[src/rtl/dl_pkg.sv]
// Package dl_pkg
// Shared types for the split-mode delay line.
// Assumes: nothing beyond IEEE 1800-2017 synthesizable types.
package dl_pkg;
    typedef enum logic {
        MODE_EQUAL = 1'b0,
        MODE_SPLIT = 1'b1
    } lane_mode_e;
endpackage

[src/rtl/dl_ctrl_reg.sv]
// Module dl_ctrl_reg
// Registers the length code and the mode bit on the data edge, and turns the
// registered setting into one tap index per lane (lower and top lane).
// Assumes: tap index i gives a total delay of i + 2 cycles (input register
// plus output register), so code c maps to index c + 1 and the top lane in
// split mode maps to the last tap.
module dl_ctrl_reg #(
    parameter int CODE_W = 4,
    parameter int NTAPS  = 2 ** CODE_W,
    parameter int IDX_W  = $clog2(NTAPS + 1)
) (
    input  logic              clk,
    input  logic              rst_n,
    input  logic [CODE_W-1:0] len_sel,
    input  logic              split_en,
    output logic [IDX_W-1:0]  idx_lo,
    output logic [IDX_W-1:0]  idx_hi
);
    import dl_pkg::*;

    logic [CODE_W-1:0] code_q;
    lane_mode_e        mode_q;

    // Capture the controls alongside the data; cleared to equal mode, code 0.
    always_ff @(posedge clk) begin
        if (!rst_n) begin
            code_q <= '0;
            mode_q <= MODE_EQUAL;
        end else begin
            code_q <= len_sel;
            mode_q <= lane_mode_e'(split_en);
        end
    end

    // Map the registered setting to tap indices for the two lane classes.
    always_comb begin
        idx_lo = IDX_W'(code_q) + IDX_W'(1);
        idx_hi = (mode_q == MODE_SPLIT) ? IDX_W'(NTAPS) : idx_lo;
    end
endmodule

[src/rtl/dl_lane.sv]
// Module dl_lane
// One lane of the delay line: an input register, a chain of NTAPS further
// stages, a one-of-NTAPS selector on taps 1..NTAPS and an output register.
// Assumes: idx stays in 1..NTAPS (supplied by dl_ctrl_reg); any other
// value yields zero.
module dl_lane #(
    parameter int LANE_W = 4,
    parameter int NTAPS  = 16,
    parameter int IDX_W  = $clog2(NTAPS + 1)
) (
    input  logic              clk,
    input  logic              rst_n,
    input  logic [LANE_W-1:0] d,
    input  logic [IDX_W-1:0]  idx,
    output logic [LANE_W-1:0] q
);
    logic [LANE_W-1:0] tap [NTAPS+1];
    logic [LANE_W-1:0] picked;

    // Input register (tap 0) and the shifting chain behind it.
    always_ff @(posedge clk) begin
        if (!rst_n) begin
            for (int i = 0; i <= NTAPS; i++) tap[i] <= '0;
        end else begin
            tap[0] <= d;
            for (int i = 1; i <= NTAPS; i++) tap[i] <= tap[i-1];
        end
    end

    // Selector ahead of the output register.
    always_comb begin
        picked = '0;
        for (int i = 1; i <= NTAPS; i++) begin
            if (idx == IDX_W'(i)) picked = tap[i];
        end
    end

    // Output register.
    always_ff @(posedge clk) begin
        if (!rst_n) q <= '0;
        else        q <= picked;
    end
endmodule

[src/rtl/split_delay_line.sv]
// Module split_delay_line
// Top of the programmable delay line. Splits the word into LANES lanes of
// LANE_W bits; the top lane follows idx_hi (pinned to the longest delay in
// split mode), every other lane follows idx_lo.
// Assumes: DATA_W is a multiple of LANE_W; one clock, synchronous reset.
module split_delay_line #(
    parameter int DATA_W = 8,
    parameter int LANE_W = 4,
    parameter int CODE_W = 4
) (
    input  logic              clk,
    input  logic              rst_n,
    input  logic [DATA_W-1:0] din,
    input  logic [CODE_W-1:0] len_sel,
    input  logic              split_en,
    output logic [DATA_W-1:0] dout
);
    localparam int LANES = DATA_W / LANE_W;
    localparam int NTAPS = 2 ** CODE_W;
    localparam int IDX_W = $clog2(NTAPS + 1);

    logic [IDX_W-1:0] idx_lo;
    logic [IDX_W-1:0] idx_hi;
    logic [IDX_W-1:0] lane_idx [LANES];

    dl_ctrl_reg #(.CODE_W(CODE_W), .NTAPS(NTAPS), .IDX_W(IDX_W)) u_ctrl (
        .clk      (clk),
        .rst_n    (rst_n),
        .len_sel  (len_sel),
        .split_en (split_en),
        .idx_lo   (idx_lo),
        .idx_hi   (idx_hi)
    );

    for (genvar g = 0; g < LANES; g++) begin : g_lane
        localparam bit IS_TOP = (g == LANES - 1);
        assign lane_idx[g] = IS_TOP ? idx_hi : idx_lo;

        dl_lane #(.LANE_W(LANE_W), .NTAPS(NTAPS), .IDX_W(IDX_W)) u_lane (
            .clk   (clk),
            .rst_n (rst_n),
            .d     (din[g*LANE_W +: LANE_W]),
            .idx   (lane_idx[g]),
            .q     (dout[g*LANE_W +: LANE_W])
        );
    end

    // ---------------- assertions ----------------
    logic [4:0] since_rst;

    // Count edges since reset release (saturating) so history checks stay valid.
    always_ff @(posedge clk) begin
        if (!rst_n)                since_rst <= '0;
        else if (since_rst != 5'd31) since_rst <= since_rst + 5'd1;
    end


    reset_clear_chk: assert property (@(posedge clk)
        !$past(rst_n) |-> (dout == '0));

    if (CODE_W == 4 && LANE_W == 4 && DATA_W == 8) begin : g_chk

        min_delay_chk: assert property (@(posedge clk) disable iff (!rst_n)
            (since_rst >= 5'd4 && $past(idx_lo) == 5'd1)
            |-> (dout[3:0] == $past(din[3:0], 3)));


        equal_max_chk: assert property (@(posedge clk) disable iff (!rst_n)
            (since_rst >= 5'd20 && $past(idx_lo) == 5'd16 && $past(idx_hi) == 5'd16)
            |-> (dout == $past(din, 18)));


        upper_hold_chk: assert property (@(posedge clk) disable iff (!rst_n)
            (since_rst >= 5'd20 && $past(idx_hi) == 5'd16)
            |-> (dout[7:4] == $past(din[7:4], 18)));
    end
endmodule

[config.mk]
export PLATFORM = sky130hd
export DESIGN_NAME = split_delay_line
export DESIGN_NICKNAME = d
export VERILOG_FILES = /design/src/rtl/dl_pkg.sv /design/src/rtl/dl_ctrl_reg.sv /design/src/rtl/dl_lane.sv /design/src/rtl/split_delay_line.sv
export SDC_FILE = /design/constraint.sdc
export NUM_CORES = 1
export LEC_CHECK = 0
export BUFFER_PORTS_ARGS = -buffer_cell sky130_fd_sc_hd__buf_2
export CORE_MARGIN = 8
export CORE_UTILIZATION = 55
export CTS_CLUSTER_DIAMETER = 200
export DETAILED_ROUTE_END_ITERATION = 6
export PLACE_DENSITY = 0.8
export SYNTH_ARGS = -nofsm -noshare
export SYNTH_HDL_FRONTEND = slang
export SYNTH_SLANG_ARGS = --single-unit
[constraint.sdc]
create_clock -name clk -period 2.67 [get_ports clk]
set_input_delay 0.534 -clock clk [delete_from_list [all_inputs] [get_ports clk]]
set_output_delay 0.534 -clock clk [all_outputs]
set_load 0.02 [all_outputs]
# Word level (Yosys, flattened, before mapping)

Memory sizes are Yosys's and may differ from the RTL's.
Cells that the tools add are included.

Add/subtract/negate cells: 1
Eq/ne operators: 32
Muxes and demuxes: 69
Bitwise operators: 34

Operator list:

| cell                  | count |
|---|---|
| $mux W4               | 66 |
| $eq A5 B4 Y1 const B  | 16 |
| $eq A5 B3 Y1 const B  | 8 |
| $or A1 B1 Y1          | 34 |
| $eq A5 B2 Y1 const B  | 4 |
| $eq A5 B1 Y1 const B  | 2 |
| $eq A5 B5 Y1 const B  | 2 |
| $add A4 B1 Y5 const B | 1 |
| $mux W5               | 1 |
| $mux W1               | 2 |

Bits in registers: 13
RAM bits: 136
Output and inout bits: 8
Memories: 2

Memory list:

| memory               | words | bits a word | read ports | clocked after Yosys merged registers in | write ports | line          | source |
|---|---|---|---|---|---|---|---|
| g_lane[0].u_lane.tap | 17    | 4           | 17         | 0                                       | 17          | dl_lane.sv:17 | `logic [LANE_W-1:0] tap [NTAPS+1];` |
| g_lane[1].u_lane.tap | 17    | 4           | 17         | 0                                       | 17          | dl_lane.sv:17 |  |

# Longest topological paths before layout

Depth after elaboration: 19
Mapped depth: 11
Mapped depth without buffers: 8

# Modules after synthesis

From an unflattened synthesis, not the netlist that was laid out.

Cells, all modules: 610
Area total of the unflattened synthesis: 5,974.5 sq um

Modules (own cells, without submodules):

| module                      | times used | cells each | area each (sq um) | sequential area each (sq um) |
|---|---|---|---|---|
| dl_lane at g_lane[0].u_lane | 1          | 299        | 2,905.3           | 1,441.4 |
| dl_lane at g_lane[1].u_lane | 1          | 288        | 2,839.0           | 1,441.4 |
| dl_ctrl_reg                 | 1          | 23         | 230.2             | 100.1 |

# Worst setup path before layout

Ideal clock, no wire load.

Kind: register to register
From: register u_ctrl.code_q[0]
To: register g_lane[1].u_lane.q[1]
Setup time: 117 ps
Arrival time: 2,277 ps
Setup slack: 275 ps
Stages on the path, launching flop included: 11
Buffers on the path: 2
Period minus slack after synthesis: 2,395 ps
Cell sequence: dfxtp_1 > buf_6 > inv_2 > clkbuf_1 > ha_1 > and2b_1 > nand3_1 > a2bb2oi_1 > a221oi_1 > o2111ai_1 > a32o_1

Word-level cells in the longest chain between the ends: 19
Elaborated cells on any way between the ends: 34
Those cells by class: add/sub (1); eq/ne (16); mux (17)

Ends and longest elaborated chain:

| what                     | line              | source |
|---|---|---|
| start: declaration       | dl_ctrl_reg.sv:21 | `logic [CODE_W-1:0] code_q;` |
| start signal: assignment | dl_ctrl_reg.sv:30 | `code_q <= len_sel;` |
| $add A4 B1 Y5 (*)        | dl_ctrl_reg.sv:37 | `idx_lo = IDX_W'(code_q) + IDX_W'(1);` |
| $mux W5 (*)              | dl_ctrl_reg.sv:38 | `idx_hi = (mode_q == MODE_SPLIT) ? IDX_W'(NTAPS) : idx_lo;` |
| $eq A5 B1 Y1             | dl_lane.sv:34     | `if (idx == IDX_W'(i)) picked = tap[i];` |
| $mux W4 (15 in series)   | dl_lane.sv:34     |  |
| $mux W4 (*)              | dl_lane.sv:34     |  |
| end signal: assignment   | dl_lane.sv:41     | `else q <= picked;` |
| end: declaration         | dl_lane.sv:15     | `output logic [LANE_W-1:0] q` |

Mark *: on every way between the ends. The rest lies on a longest branch, timed or not.
A chain may end at the register's enable or synchronous reset.

# Worst setup path in the final report

From: register u_ctrl.code_q[0]
To: register g_lane[0].u_lane.q[3]

Word-level cells in the longest chain between the ends: 18
Elaborated cells on any way between the ends: 33
Those cells by class: add/sub (1); eq/ne (16); mux (16)

Ends and longest elaborated chain:

| what                   | line |
|---|---|
| $add A4 B1 Y5 (*)      | dl_ctrl_reg.sv:37 |
| $eq A5 B1 Y1           | dl_lane.sv:34 |
| $mux W4 (15 in series) | dl_lane.sv:34 |
| $mux W4 (*)            | dl_lane.sv:34 |
| end signal: assignment | dl_lane.sv:41 |
| end: declaration       | dl_lane.sv:15 |

Marks and branches as above.

==> results summary <==
The count of clock tree sinks is 149. The analysis attributes to cell leakage a power of 2.76 nW. In the finished design, the share of the clock period the worst path needs comes to 0.920. After detailed routing, the number of vias per cell comes to 5.88. The post-cts hold buffer count came out at 0. The synthesized netlist occupies a cell area of 6030 um2. The worst setup path is of the flop to flop kind. The register-to-register setup slack came out at 210 ps.

The hold violation count in the final report came out at 0. In this run the worst path has a maximum fanout of 24. The startpoint identified for the worst register-to-register timing path is u_ctrl.code_q[0]. STA puts the critical path data arrival time at a little under 3000 ps. The boundary pin count came out at 23. The number of nets in the finished design came out at 681. The proportion of register bits with asynchronous set or reset after synthesis is 0. The clock latency at the later pin of the worst-skew pair came out at 540 ps. The net count after synthesis is 661.

Clock-pin slew was measured on the worst setup and hold paths at 60 ps. The synthesized design contains 0 enable-type register cells. The region available for standard cell placement spans 10,800 um2. The vertical die dimension is 121 um. The yosys synthesis warning count is 0. The utilization after layout came out at 0.639. The die boundary width came out at 121 um. In this run, CTS created clock tree buffers numbering 17. Entering global routing, the biggest net connects 52 pins. The via count of the first global-routing pass came out at about 4,600.

The row count is 38. The most used flip-flop cell after synthesis is dfxtp_1. Setup repair after global routing left no endpoint under its margin. The number of failing setup endpoints in the final timing report came out at 0. In the final routed layout, each cell accounts on average for 17.1 um. The tool flagged a number of max-cap violations equal to 0.

The run finished with clean final reports. The pin slew with the least headroom to its limit came out at 685 ps. In this run the clock root is driven by a clkbuf_8. Summed over all instances, the cell type with the most area after synthesis is dfxtp_1. The H-tree depth came out at 4. In this run, synthesis produced a sequential element count of between 100 and 150. The layout-stage area growth over the synthesis result came out at 14.4%. The worst setup path is captured at a flop. The final critical delay including setup and external delays came out at around 2500 ps.

In this run the critical register-to-register path is captured at g_lane[0].u_lane.q[3]. The maximum clock rate is 407 MHz. The detailed placement HPWL came out at 9390 um. The routability congestion estimate from global placement came out at about 0.97. The fraction of post-synthesis cell area in the top cell type by area is 0.494.

The area after detailed placement came out at 6270 um2. After filler insertion, the fill cell instance count of the layout stands at 849. Summed over all layers, the routed wires come to ~14,000 um. The remaining global-route overflow is 0. Clock skew on the completed layout was measured at 7.25 ps.

For this block, the via count after detailed routing is around 4,800. The floorplan step defined a die boundary enclosing 14,600 um2. The worst hold path depth came out at 2. The hold path startpoint is split_en. The post-synthesis average cell area is ~9.4 um2. The clock tree from TritonCTS is yes. The required time reported for the critical path endpoint came out at 3110 ps. The number of instances in the synthesized netlist is between 600 and 700.

The number of slew-limit violations in the final report was 0. The launching element type of the critical path is a flop. The first detailed-routing pass took 5 iterations. The worst relative slew slack is 0.543.

The number of setup buffers added after CTS is 0. The largest buffer count on any clock path came out at 2. The number of port buffers came out at 22. The worst hold path terminates at u_ctrl.mode_q. The initial antenna violation count came out at 0. The wire length of the first global-routing pass is 23,000 um. Yosys attributes the largest share of cell area to dfxtp_1, and2_1, nand2_1, a21oi_1, o21ai_0. The number of distinct library cell variants in the gate-level netlist after synthesis came out at 75. In this run the remaining antenna-violating nets after routing total 0.

The initial core utilization is 0.559. The portion of the post-synthesis area used by sequential elements came out at 0.494. The post-route DRC violation count came out at 0. 0 antenna diodes ended up in the layout. For this design the ratio of total power to cell area is 744 nW/um2. The sum of negative setup slack is 0 ps. The final non-filler cell area is just under 7000 um2. The share of cells above drive strength 1 is 0.142. The worst hold path class is input port to flop. The count of cells along the worst register-to-register path came out at 9. The total global routing track utilization is 0.199. The detailed router finished its first iteration with 536 violations.

The worst supply voltage drop on vdd is 0.000455 V.
-- power by group --
part | total (mW) | switching, mW | internal (mW) | leakage [nW]
Sequential | 2.28 | 0.0271 | 2.26 | 1.21
Combinational | 0.359 | 0.222 | 0.138 | 1.26
Clock | 2.49 | 0.899 | 1.59 | 0.299
Total | 5.13 | 1.15 | 3.98 | 2.76
-- layout make-up --
cell class,instances,area (um2),area share
Sequential cell,149,2980,0.433
Multi-Input combinational cell,433,2780,0.404
Clock buffer,20,455,0.0660
Timing Repair Buffer,41,255,0.0370
Tap cell,140,175,0.0254
Clock inverter,12,174,0.0252
Inverter,19,71.3,0.0103
-- worst max path at each step --
stage | startpoint | endpoint | slack (ps) | cells after the start
floorplan | u_ctrl.code_q[0] | g_lane[1].u_lane.q[1] | 280 | 10
global placement | u_ctrl.code_q[1] | g_lane[0].u_lane.q[3] | 270 | 8
detailed placement | u_ctrl.code_q[1] | g_lane[0].u_lane.q[1] | 190 | 9
CTS | u_ctrl.code_q[1] | g_lane[0].u_lane.q[1] | 140 | 9
global route | u_ctrl.code_q[0] | g_lane[1].u_lane.q[1] | 60 | 8
finish | u_ctrl.code_q[0] | g_lane[0].u_lane.q[3] | 210 | 9
-- timing repair --
| item | 4_1_cts | 5_1_grt |
|---|---|---|
| endpoints found under the hold margin | 0 | 0 |
| resized for setup | 0 | 2 |
| endpoints found under the setup margin | 0 | 5 |
-- metal layers --
layer | routed length (um) | track usage | vias to the layer above | share of wire
li1 | - | - | 2282 | -
met1 | 6340 | 0.260 | 2245 | 0.46
met2 | 6010 | 0.294 | 209 | 0.43
met3 | 1030 | 0.0527 | 50 | 0.074
met4 | 520 | 0.112 | 0 | 0.037
met5 | 0 | 0 | - | 0
-- worst max-delay path: stages (launching register included) --
cell and delay (ps):
dfxtp_1 490, inv_2 90, ha_1 240, buf_4 230
nor3b_1 170, o31ai_1 330, nor2_1 100, o22ai_1 190
o311ai_1 190, a221oi_1 310
-- state kept, by name (all words and copies together) (netlist names) --
| register | count |
|---|---|
| g_lane.u_lane.tap | 136 |
| u_ctrl.code_q | 4 |
| u_ctrl.mode_q | 1 |
| g_lane.u_lane.q | 8 |
-- through the flow --
step	power (mW)	instances	hold WS, ps	setup WS, ps
final	5.13	814	202	214
after global routing	5.30	814	187	55.7
after CTS	5.16	814	171	136
after detailed placement	2.68	782	419	191
after global placement	2.67	782	414	266
after floorplan	2.58	641	412	275
-- synthesized netlist by cell type (all sizes together), types with 11 or more instances --
library cell	count
a21oi	27
a221oi	11
and2	145
buf	15
clkbuf	25
dfxtp	149
inv	18
nand2	43
nand3	15
nor2	17
nor2b	13
nor3	17
o21ai	27
-- cells by family after synthesis --
| kind of cell | share of synthesized area |
|---|---|
| simple gates | 0.266 |
| compound gates | 0.182 |
| flops | 0.494 |
| buf+inv | 0.0446 |
| fa+ha+maj | 0.0104 |
| xor+xnor | 0.00145 |
| mux | 0.00187 |
-- placed cells by master (no fill, tap or decap), types with 3 or more instances in the layout --
master      count
a211oi_1        5
o211ai_1        3
a32oi_1         5
a221oi_1       10
nor2b_1        11
nor3b_1         3
o31ai_1         5
a22oi_1         4
and3_1          6
and2_1        144
bufinv_16       4
a21oi_1        25
a221o_1         4
a21o_1          5
clkinvlp_4      4
ha_1            5
a31oi_1         5
buf_4          20
nor2_1         15
nand2_1        42
a2bb2oi_1       4
clkinv_2        3
dfxtp_1       148
o21ai_0        23
inv_1          17
clkbuf_16      16
buf_2          21
nand3_1        14
clkbuf_8        4
o22ai_1         5
a22o_1          4
nor3_1         15
nand2b_1        3
o41ai_1         3
o221ai_1        8
nor4_1          3
o32ai_1         3
(Power assumes the default switching activity.)
